## src/rtl/cwm_pkg.sv

```systemverilog
package cwm_pkg;
  // Tag travelling alongside a sample through the multiply pipeline.
  typedef struct packed {
    logic vld;
    logic last;
  } cwm_tag_t;

  localparam cwm_tag_t CWM_TAG_IDLE = '{vld: 1'b0, last: 1'b0};
endpackage

```

## src/rtl/cwm_round_sat.sv

```systemverilog
// Combinational narrowing: round to nearest (tie up), then clip to OUT_W.
module cwm_round_sat #(
  parameter int IN_W  = 40,
  parameter int SHIFT = 22,
  parameter int OUT_W = 16
) (
  input  logic signed [IN_W-1:0]  din,
  output logic signed [OUT_W-1:0] dout
);
  localparam int EXT_W = IN_W + 1;
  localparam logic signed [EXT_W-1:0] HALF =
    {{(EXT_W-SHIFT){1'b0}}, 1'b1, {(SHIFT-1){1'b0}}};
  localparam logic signed [EXT_W-1:0] MAXV =
    {{(EXT_W-OUT_W+1){1'b0}}, {(OUT_W-1){1'b1}}};
  localparam logic signed [EXT_W-1:0] MINV =
    {{(EXT_W-OUT_W+1){1'b1}}, {(OUT_W-1){1'b0}}};

  logic signed [EXT_W-1:0] din_ext;
  logic signed [EXT_W-1:0] rnd;

  always_comb begin
    din_ext = {din[IN_W-1], din};
    rnd     = (din_ext + HALF) >>> SHIFT;
    if (rnd > MAXV) begin
      dout = MAXV[OUT_W-1:0];
    end else if (rnd < MINV) begin
      dout = MINV[OUT_W-1:0];
    end else begin
      dout = rnd[OUT_W-1:0];
    end
  end
endmodule

```

## src/rtl/cwm_seq.sv

```systemverilog
// Block sequencer: sample index, open/closed state, acceptance.
module cwm_seq #(
  parameter int BLOCK_LEN = 512
) (
  input  logic clk,
  input  logic rst_n,
  input  logic start_i,
  input  logic in_valid_i,
  output logic accept_o,
  output logic last_o
);
  localparam int CNT_W = (BLOCK_LEN > 1) ? $clog2(BLOCK_LEN) : 1;
  localparam logic [CNT_W-1:0] LAST_IDX = CNT_W'(BLOCK_LEN - 1);

  logic [CNT_W-1:0] cnt_q, cnt_d;
  logic             open_q, open_d;
  logic             cnt_en, open_en;

  always_comb begin
    accept_o = open_q & in_valid_i & ~start_i;
    last_o   = accept_o & (cnt_q == LAST_IDX);
    cnt_en   = start_i | accept_o;
    open_en  = start_i | last_o;
    cnt_d    = cnt_q;
    open_d   = open_q;
    if (start_i) begin
      cnt_d  = '0;
      open_d = 1'b1;
    end else if (accept_o) begin
      if (last_o) begin
        cnt_d  = '0;
        open_d = 1'b0;
      end else begin
        cnt_d = cnt_q + 1'b1;
      end
    end
  end

  always_ff @(posedge clk or negedge rst_n) begin
    if (!rst_n) begin
      cnt_q  <= '0;
      open_q <= 1'b0;
    end else begin
      if (cnt_en)  cnt_q  <= cnt_d;
      if (open_en) open_q <= open_d;
    end
  end
endmodule

```

## src/rtl/cwm_rotator.sv

```systemverilog
// Recursive vector rotation producing the cosine sequence in B.
module cwm_rotator #(
  parameter int STATE_W    = 24,
  parameter int STATE_FRAC = 22,
  parameter logic signed [STATE_W-1:0] ROT_COS = 4193988,
  parameter logic signed [STATE_W-1:0] ROT_SIN = 51471
) (
  input  logic                      clk,
  input  logic                      rst_n,
  input  logic                      load_i,
  input  logic                      step_i,
  output logic signed [STATE_W-1:0] a_o,
  output logic signed [STATE_W-1:0] b_o
);
  localparam int PW = 2 * STATE_W;
  localparam int SW = PW + 1;
  localparam logic signed [STATE_W-1:0] ONE =
    {{(STATE_W-STATE_FRAC-1){1'b0}}, 1'b1, {STATE_FRAC{1'b0}}};

  logic signed [STATE_W-1:0] a_q, b_q, a_d, b_d, a_rot, b_rot;
  logic signed [PW-1:0]      p_ac, p_bs, p_as, p_bc;
  logic signed [SW-1:0]      sum_a, sum_b;
  logic                      st_en;

  always_comb begin
    p_ac  = a_q * ROT_COS;
    p_bs  = b_q * ROT_SIN;
    p_as  = a_q * ROT_SIN;
    p_bc  = b_q * ROT_COS;
    sum_a = {p_ac[PW-1], p_ac} - {p_bs[PW-1], p_bs};
    sum_b = {p_as[PW-1], p_as} + {p_bc[PW-1], p_bc};
  end

  cwm_round_sat #(.IN_W(SW), .SHIFT(STATE_FRAC), .OUT_W(STATE_W)) u_rnd_a (
    .din  (sum_a),
    .dout (a_rot)
  );

  cwm_round_sat #(.IN_W(SW), .SHIFT(STATE_FRAC), .OUT_W(STATE_W)) u_rnd_b (
    .din  (sum_b),
    .dout (b_rot)
  );

  always_comb begin
    st_en = load_i | step_i;
    if (load_i) begin
      a_d = '0;
      b_d = ONE;
    end else begin
      a_d = a_rot;
      b_d = b_rot;
    end
  end

  always_ff @(posedge clk or negedge rst_n) begin
    if (!rst_n) begin
      a_q <= '0;
      b_q <= ONE;
    end else if (st_en) begin
      a_q <= a_d;
      b_q <= b_d;
    end
  end

  assign a_o = a_q;
  assign b_o = b_q;
endmodule

```

## src/rtl/cwm_scaler.sv

```systemverilog
// Two-stage multiply: register product, then round/saturate into output.
module cwm_scaler
  import cwm_pkg::*;
#(
  parameter int SAMPLE_W   = 16,
  parameter int STATE_W    = 24,
  parameter int STATE_FRAC = 22
) (
  input  logic                       clk,
  input  logic                       rst_n,
  input  logic                       accept_i,
  input  logic                       last_i,
  input  logic signed [SAMPLE_W-1:0] sample_i,
  input  logic signed [STATE_W-1:0]  gain_i,
  output logic                       out_valid_o,
  output logic signed [SAMPLE_W-1:0] out_data_o,
  output logic                       done_o
);
  localparam int PROD_W = SAMPLE_W + STATE_W;

  cwm_tag_t                   tag1_q, tag1_d, tag2_q, tag2_d;
  logic signed [PROD_W-1:0]   prod_q, prod_d;
  logic signed [SAMPLE_W-1:0] res_q, res_d;
  logic                       p1_en, p2_en;

  always_comb begin
    tag1_d = '{vld: accept_i, last: last_i};
    prod_d = sample_i * gain_i;
    p1_en  = accept_i;
    tag2_d = tag1_q;
    p2_en  = tag1_q.vld;
  end

  cwm_round_sat #(.IN_W(PROD_W), .SHIFT(STATE_FRAC), .OUT_W(SAMPLE_W)) u_rnd (
    .din  (prod_q),
    .dout (res_d)
  );

  always_ff @(posedge clk or negedge rst_n) begin
    if (!rst_n) begin
      tag1_q <= CWM_TAG_IDLE;
      tag2_q <= CWM_TAG_IDLE;
      prod_q <= '0;
      res_q  <= '0;
    end else begin
      tag1_q <= tag1_d;
      tag2_q <= tag2_d;
      if (p1_en) prod_q <= prod_d;
      if (p2_en) res_q  <= res_d;
    end
  end

  assign out_valid_o = tag2_q.vld;
  assign out_data_o  = res_q;
  assign done_o      = tag2_q.vld & tag2_q.last;
endmodule

```

## src/rtl/cosine_window_mul.sv

```systemverilog
module cosine_window_mul #(
  parameter int SAMPLE_W   = 16,
  parameter int STATE_W    = 24,
  parameter int STATE_FRAC = 22,
  parameter int BLOCK_LEN  = 512,
  parameter logic signed [STATE_W-1:0] ROT_COS = 4193988,
  parameter logic signed [STATE_W-1:0] ROT_SIN = 51471
) (
  input  logic                clk,
  input  logic                rst_n,
  input  logic                start_i,
  input  logic                in_valid_i,
  input  logic [SAMPLE_W-1:0] in_data_i,
  output logic                out_valid_o,
  output logic [SAMPLE_W-1:0] out_data_o,
  output logic                done_o
);
  logic                      accept;
  logic                      last;
  logic signed [STATE_W-1:0] a_state, b_state;
  logic signed [SAMPLE_W-1:0] res;

  cwm_seq #(.BLOCK_LEN(BLOCK_LEN)) u_seq (
    .clk        (clk),
    .rst_n      (rst_n),
    .start_i    (start_i),
    .in_valid_i (in_valid_i),
    .accept_o   (accept),
    .last_o     (last)
  );

  cwm_rotator #(
    .STATE_W    (STATE_W),
    .STATE_FRAC (STATE_FRAC),
    .ROT_COS    (ROT_COS),
    .ROT_SIN    (ROT_SIN)
  ) u_rot (
    .clk    (clk),
    .rst_n  (rst_n),
    .load_i (start_i),
    .step_i (accept),
    .a_o    (a_state),
    .b_o    (b_state)
  );

  cwm_scaler #(
    .SAMPLE_W   (SAMPLE_W),
    .STATE_W    (STATE_W),
    .STATE_FRAC (STATE_FRAC)
  ) u_scl (
    .clk         (clk),
    .rst_n       (rst_n),
    .accept_i    (accept),
    .last_i      (last),
    .sample_i    ($signed(in_data_i)),
    .gain_i      (b_state),
    .out_valid_o (out_valid_o),
    .out_data_o  (res),
    .done_o      (done_o)
  );

  assign out_data_o = res;
endmodule

```

## config.mk

```make
export PLATFORM = sky130hd
export DESIGN_NAME = cosine_window_mul
export DESIGN_NICKNAME = d
export VERILOG_FILES = /design/src/rtl/cwm_pkg.sv /design/src/rtl/cwm_round_sat.sv /design/src/rtl/cwm_seq.sv /design/src/rtl/cwm_rotator.sv /design/src/rtl/cwm_scaler.sv /design/src/rtl/cosine_window_mul.sv
export SDC_FILE = /design/constraint.sdc
export NUM_CORES = 2
export LEC_CHECK = 0
export CORE_AREA = 2 2 415 417
export CTS_CLUSTER_SIZE = 8
export DETAILED_ROUTE_END_ITERATION = 16
export DIE_AREA = 0 0 417 419
export GPL_TIMING_DRIVEN = 0
export PLACE_DENSITY = 0.5
export SYNTH_ARGS = -nofsm -noshare
export SYNTH_HDL_FRONTEND = slang
export SYNTH_SLANG_ARGS = --single-unit
export TNS_END_PERCENT = 10
```

## constraint.sdc

```tcl
create_clock -name clk -period 27.9 [get_ports clk]
set_input_delay 2.79 -clock clk [delete_from_list [all_inputs] [get_ports clk]]
set_output_delay 2.79 -clock clk [all_outputs]
set_load 0.005 [all_outputs]
```

==> summary by stage <==
Global route
The via count of the first global-routing pass is 42101. The initial antenna violation count was 5. The total congestion overflow after global routing is 0. Entering global routing, the biggest net connects 60 pins.

The global-route usage over all layers is 20.4%. The first global-routing pass estimated 266 mm of wire.

Timing
After layout, the worst setup slack is 11.96 ns. For the pin with the worst max-slew slack, the measured transition is 1.46 ns. After routing, the total negative slack on setup checks comes to 0 ns. The highest clock frequency the design can meet is 62.7 MHz. Setup repair after global routing left no endpoint under its margin. Setup violations remaining at the end of the flow were counted as 0. Of the available clock period, the critical path in the final layout requires 57.1%. The final clock skew is 0.0185 ns. The count of final max-slew check failures is 0.

The clock period minus final worst setup slack is 15.94 ns. Measured against its own limit, the worst slew margin works out to 2.91%. The final hold violation count is 0.

CTS
The total number of H-tree levels is 3. TritonCTS built the clock tree. The source-to-sink clock delay at the later pin of the worst-skew pair is 0.40 ns. The maximum root-to-sink buffer count is 2. The number of hold buffers added after CTS was 0. The number of clock buffers inserted by TritonCTS is 9. The number of cells upsized or downsized after cts is 0.

The number of clock sinks is 97. Once the clock tree was built, the setup fixing pass inserted 0 buffers. After clock tree synthesis, the clock-pin slew on the worst setup and hold paths is 0.08 ns. The clock root buffer is clkbuf_16.

Floorplanning
Row generation in the floorplan step produced 152 rows. Once the floorplan was initialized, standard cells occupied 32.8% of the core. The floorplan step defined a core boundary enclosing 171000 sq um. The width of the die is 417 um. 38 I/O pins were placed. Measured along the y axis, the die boundary spans 419 um. The floorplan step defined a die boundary enclosing 175000 sq um.

Cells and area
The layout overhead on the synthesized area is 6.25%. The final layout contains 7942 nets. Registers take 2430 sq um.

After filler insertion, the fill cell instance count of the layout stands at 17518. Summing all multi-input logic gate instances after layout gives 46800 sq um. In the final layout, the share of cells above drive strength 1 is 1.67%.

Drt
The pre-antenna-repair detailed-routing pass consisted of 6 iterations. Dividing the detail-routed wire length by the instance count gives 21.3 um. In this run the remaining antenna-violating nets after routing total 0.

Summed over all layers, the routed wires come to 173 mm. The detailed router finished its first iteration with 2441 violations. The remaining routing DRC violations is 0. The per-cell via count in the routed design is 4.81.

The via total after detailed routing is 39019.

Critical path
In this run the worst setup path begins at u_rot.b_o[3]$_DFFE_PN0P_. The worst-path cell with the longest stage delay is dfrtp_1. The worst setup path is of the reg -> reg kind. In this run the critical register-to-register path is launched from u_rot.b_o[3]$_DFFE_PN0P_. The signal arrival time at the worst endpoint is 16.23 ns. In this run the worst path has a maximum fanout of 17. The largest incremental delay on the critical path is 1.16 ns.

The kind of end point of the critical path is a flip-flop. Following the worst setup path forward leads to its endpoint at u_rot.b_o[12]$_DFFE_PN0P_. The endpoint identified for the worst register-to-register timing path is u_rot.b_o[12]$_DFFE_PN0P_. The library cell appearing most often on the critical path is ha_1.

The endpoint required time on the critical path is 28.19 ns. The number of cells on the worst reg-to-reg path is 44. The minimum setup slack among reg-to-reg paths is 11.96 ns. The worst setup path is launched from a flip-flop.

Status
The flow ran to the end, and the final reports show no timing, DRC or antenna violations.

Synth
The mapped netlist covers 55900 sq um. The synthesis warning total is 0. The synthesized design spends more area on one cell type than any other, namely fa_1. After synthesis, flip-flops and latches occupy 4.34% of the total area. After synthesis, the mean cell area works out to 9.61 sq um. By count the netlist is led by 1670 x inv_1, 1257 x fa_1, 793 x ha_1. The fraction of registers with async set/reset is 100%. The number of storage elements in the synthesis netlist is 97. Synthesis produced 5822 cells. By area the synthesized netlist is led by fa_1 45%, ha_1 18%, inv_1 11%. The share of the synthesized area in the top cell type is 45.0%.

The number of synthesized flops with an enable pin is 0. Yosys mapped the design onto 96 distinct sky130hd cell types. The number of nets in the synthesized netlist is 7892. Among all flip-flop cells after synthesis, the most frequent one is dfrtp_1. The most common cell in the synthesized netlist is inv_1.

Job
Max-cap violations in this run came to 0.

Min path
The class of the tightest hold or removal check is reg -> reg.

Place
Before CTS, the worst setup slack after placement is 12.20 ns. The quantity of I/O buffers inserted on ports is 37. Summed over all nets, the half-perimeter wirelength after detailed placement is 150 mm. At the end of routability-driven placement, the weighted congestion stood at 0.933.
==> registers in the layout (all words and copies together), names as in the netlist, 9 cells and up <==
signal            flops
u_seq.cnt_q           9
u_scl.out_data_o     16
u_rot.b_o            24
u_scl.prod_q         19
u_rot.a_o            24
==> per-stage QoR <==
stage	cell area (sq um)	hold slack [ns]	std cells	util, %
floorplan	55900	0.331	5822	-
global placement	59100	0.332	8092	34.6
detailed placement	59200	0.338	8094	34.7
CTS	59400	0.365	8110	34.8
global route	59400	0.369	8110	34.8
finish	59400	0.361	8111	34.8
==> worst min path at each step <==
stage / slack (ns) / startpoint / to / depth (start not counted)
6_report: 0.36 / u_scl.tag1_q[0]$_DFF_PN0_ / u_scl.tag2_q[0]$_DFF_PN0_ / 0
5_1_grt: 0.37 / u_scl.tag1_q[0]$_DFF_PN0_ / u_scl.tag2_q[0]$_DFF_PN0_ / 0
4_1_cts: 0.37 / u_scl.tag1_q[0]$_DFF_PN0_ / u_scl.tag2_q[0]$_DFF_PN0_ / 0
3_5_place_dp: 0.34 / u_scl.tag1_q[0]$_DFF_PN0_ / u_scl.tag2_q[0]$_DFF_PN0_ / 0
3_3_place_gp: 0.33 / u_scl.tag1_q[0]$_DFF_PN0_ / u_scl.tag2_q[0]$_DFF_PN0_ / 0
2_1_floorplan: 0.33 / u_scl.tag1_q[0]$_DFF_PN0_ / u_scl.tag2_q[0]$_DFF_PN0_ / 0
==> area by class of cell <==
| cell class | count | area share, % |
|---|---|---|
| Tap cell | 2233 | 4.70 |
| Antenna cell | 1 | 0.00421 |
| Clock buffer | 9 | 0.379 |
| Inverter | 1673 | 10.6 |
| Clock inverter | 7 | 0.0863 |
| Multi-Input combinational cell | 3940 | 78.7 |
| Buffer | 112 | 0.802 |
| Sequential cell | 97 | 4.09 |
| Timing Repair Buffer | 39 | 0.699 |
==> placed cells by master (no fill, tap or decap), drive strengths merged, types with 103 or more instances in the layout <==
cell type  count
ha           793
o21ai        110
inv         1675
fa          1257
and2         145
xor2         104
clkbuf       103
nand2        406
nor2         128
xnor2        181
a21oi        196
==> cell families after synthesis <==
logic type               share of synthesized area, %
adder cells (fa/ha/maj)                          62.7
buffers and inverters                            12.1
AND/OR/NAND/NOR                                  8.27
AO/OA/AOI/OAI                                    7.91
XOR/XNOR                                         4.46
flip-flops                                       4.34
multiplexers                                    0.183
==> worst max-delay path, delay by kind of cell, from the launching register on <==
family	cells	cell delay (ns)
XOR/XNOR	1	0.35
adder cells (fa/ha/maj)	15	6.20
flip-flops	1	1.16
AND/OR/NAND/NOR	8	2.29
buffers and inverters	9	1.98
multiplexers	1	0.41
AO/OA/AOI/OAI	10	3.36
==> routing by layer <==
| metal | GRT usage [%] | vias to the layer above | share of wire [%] |
|---|---|---|---|
| li1 | - | 17809 | - |
| met1 | 28.9 | 20145 | 46 |
| met2 | 34.0 | 931 | 47 |
| met3 | 1.90 | 132 | 4.5 |
| met4 | 3.81 | 2 | 2.2 |
| met5 | 0 | - | 0.0058 |
Power is not shown: default switching activity piles up to over one toggle a cycle in this logic, so the estimate is an artifact.
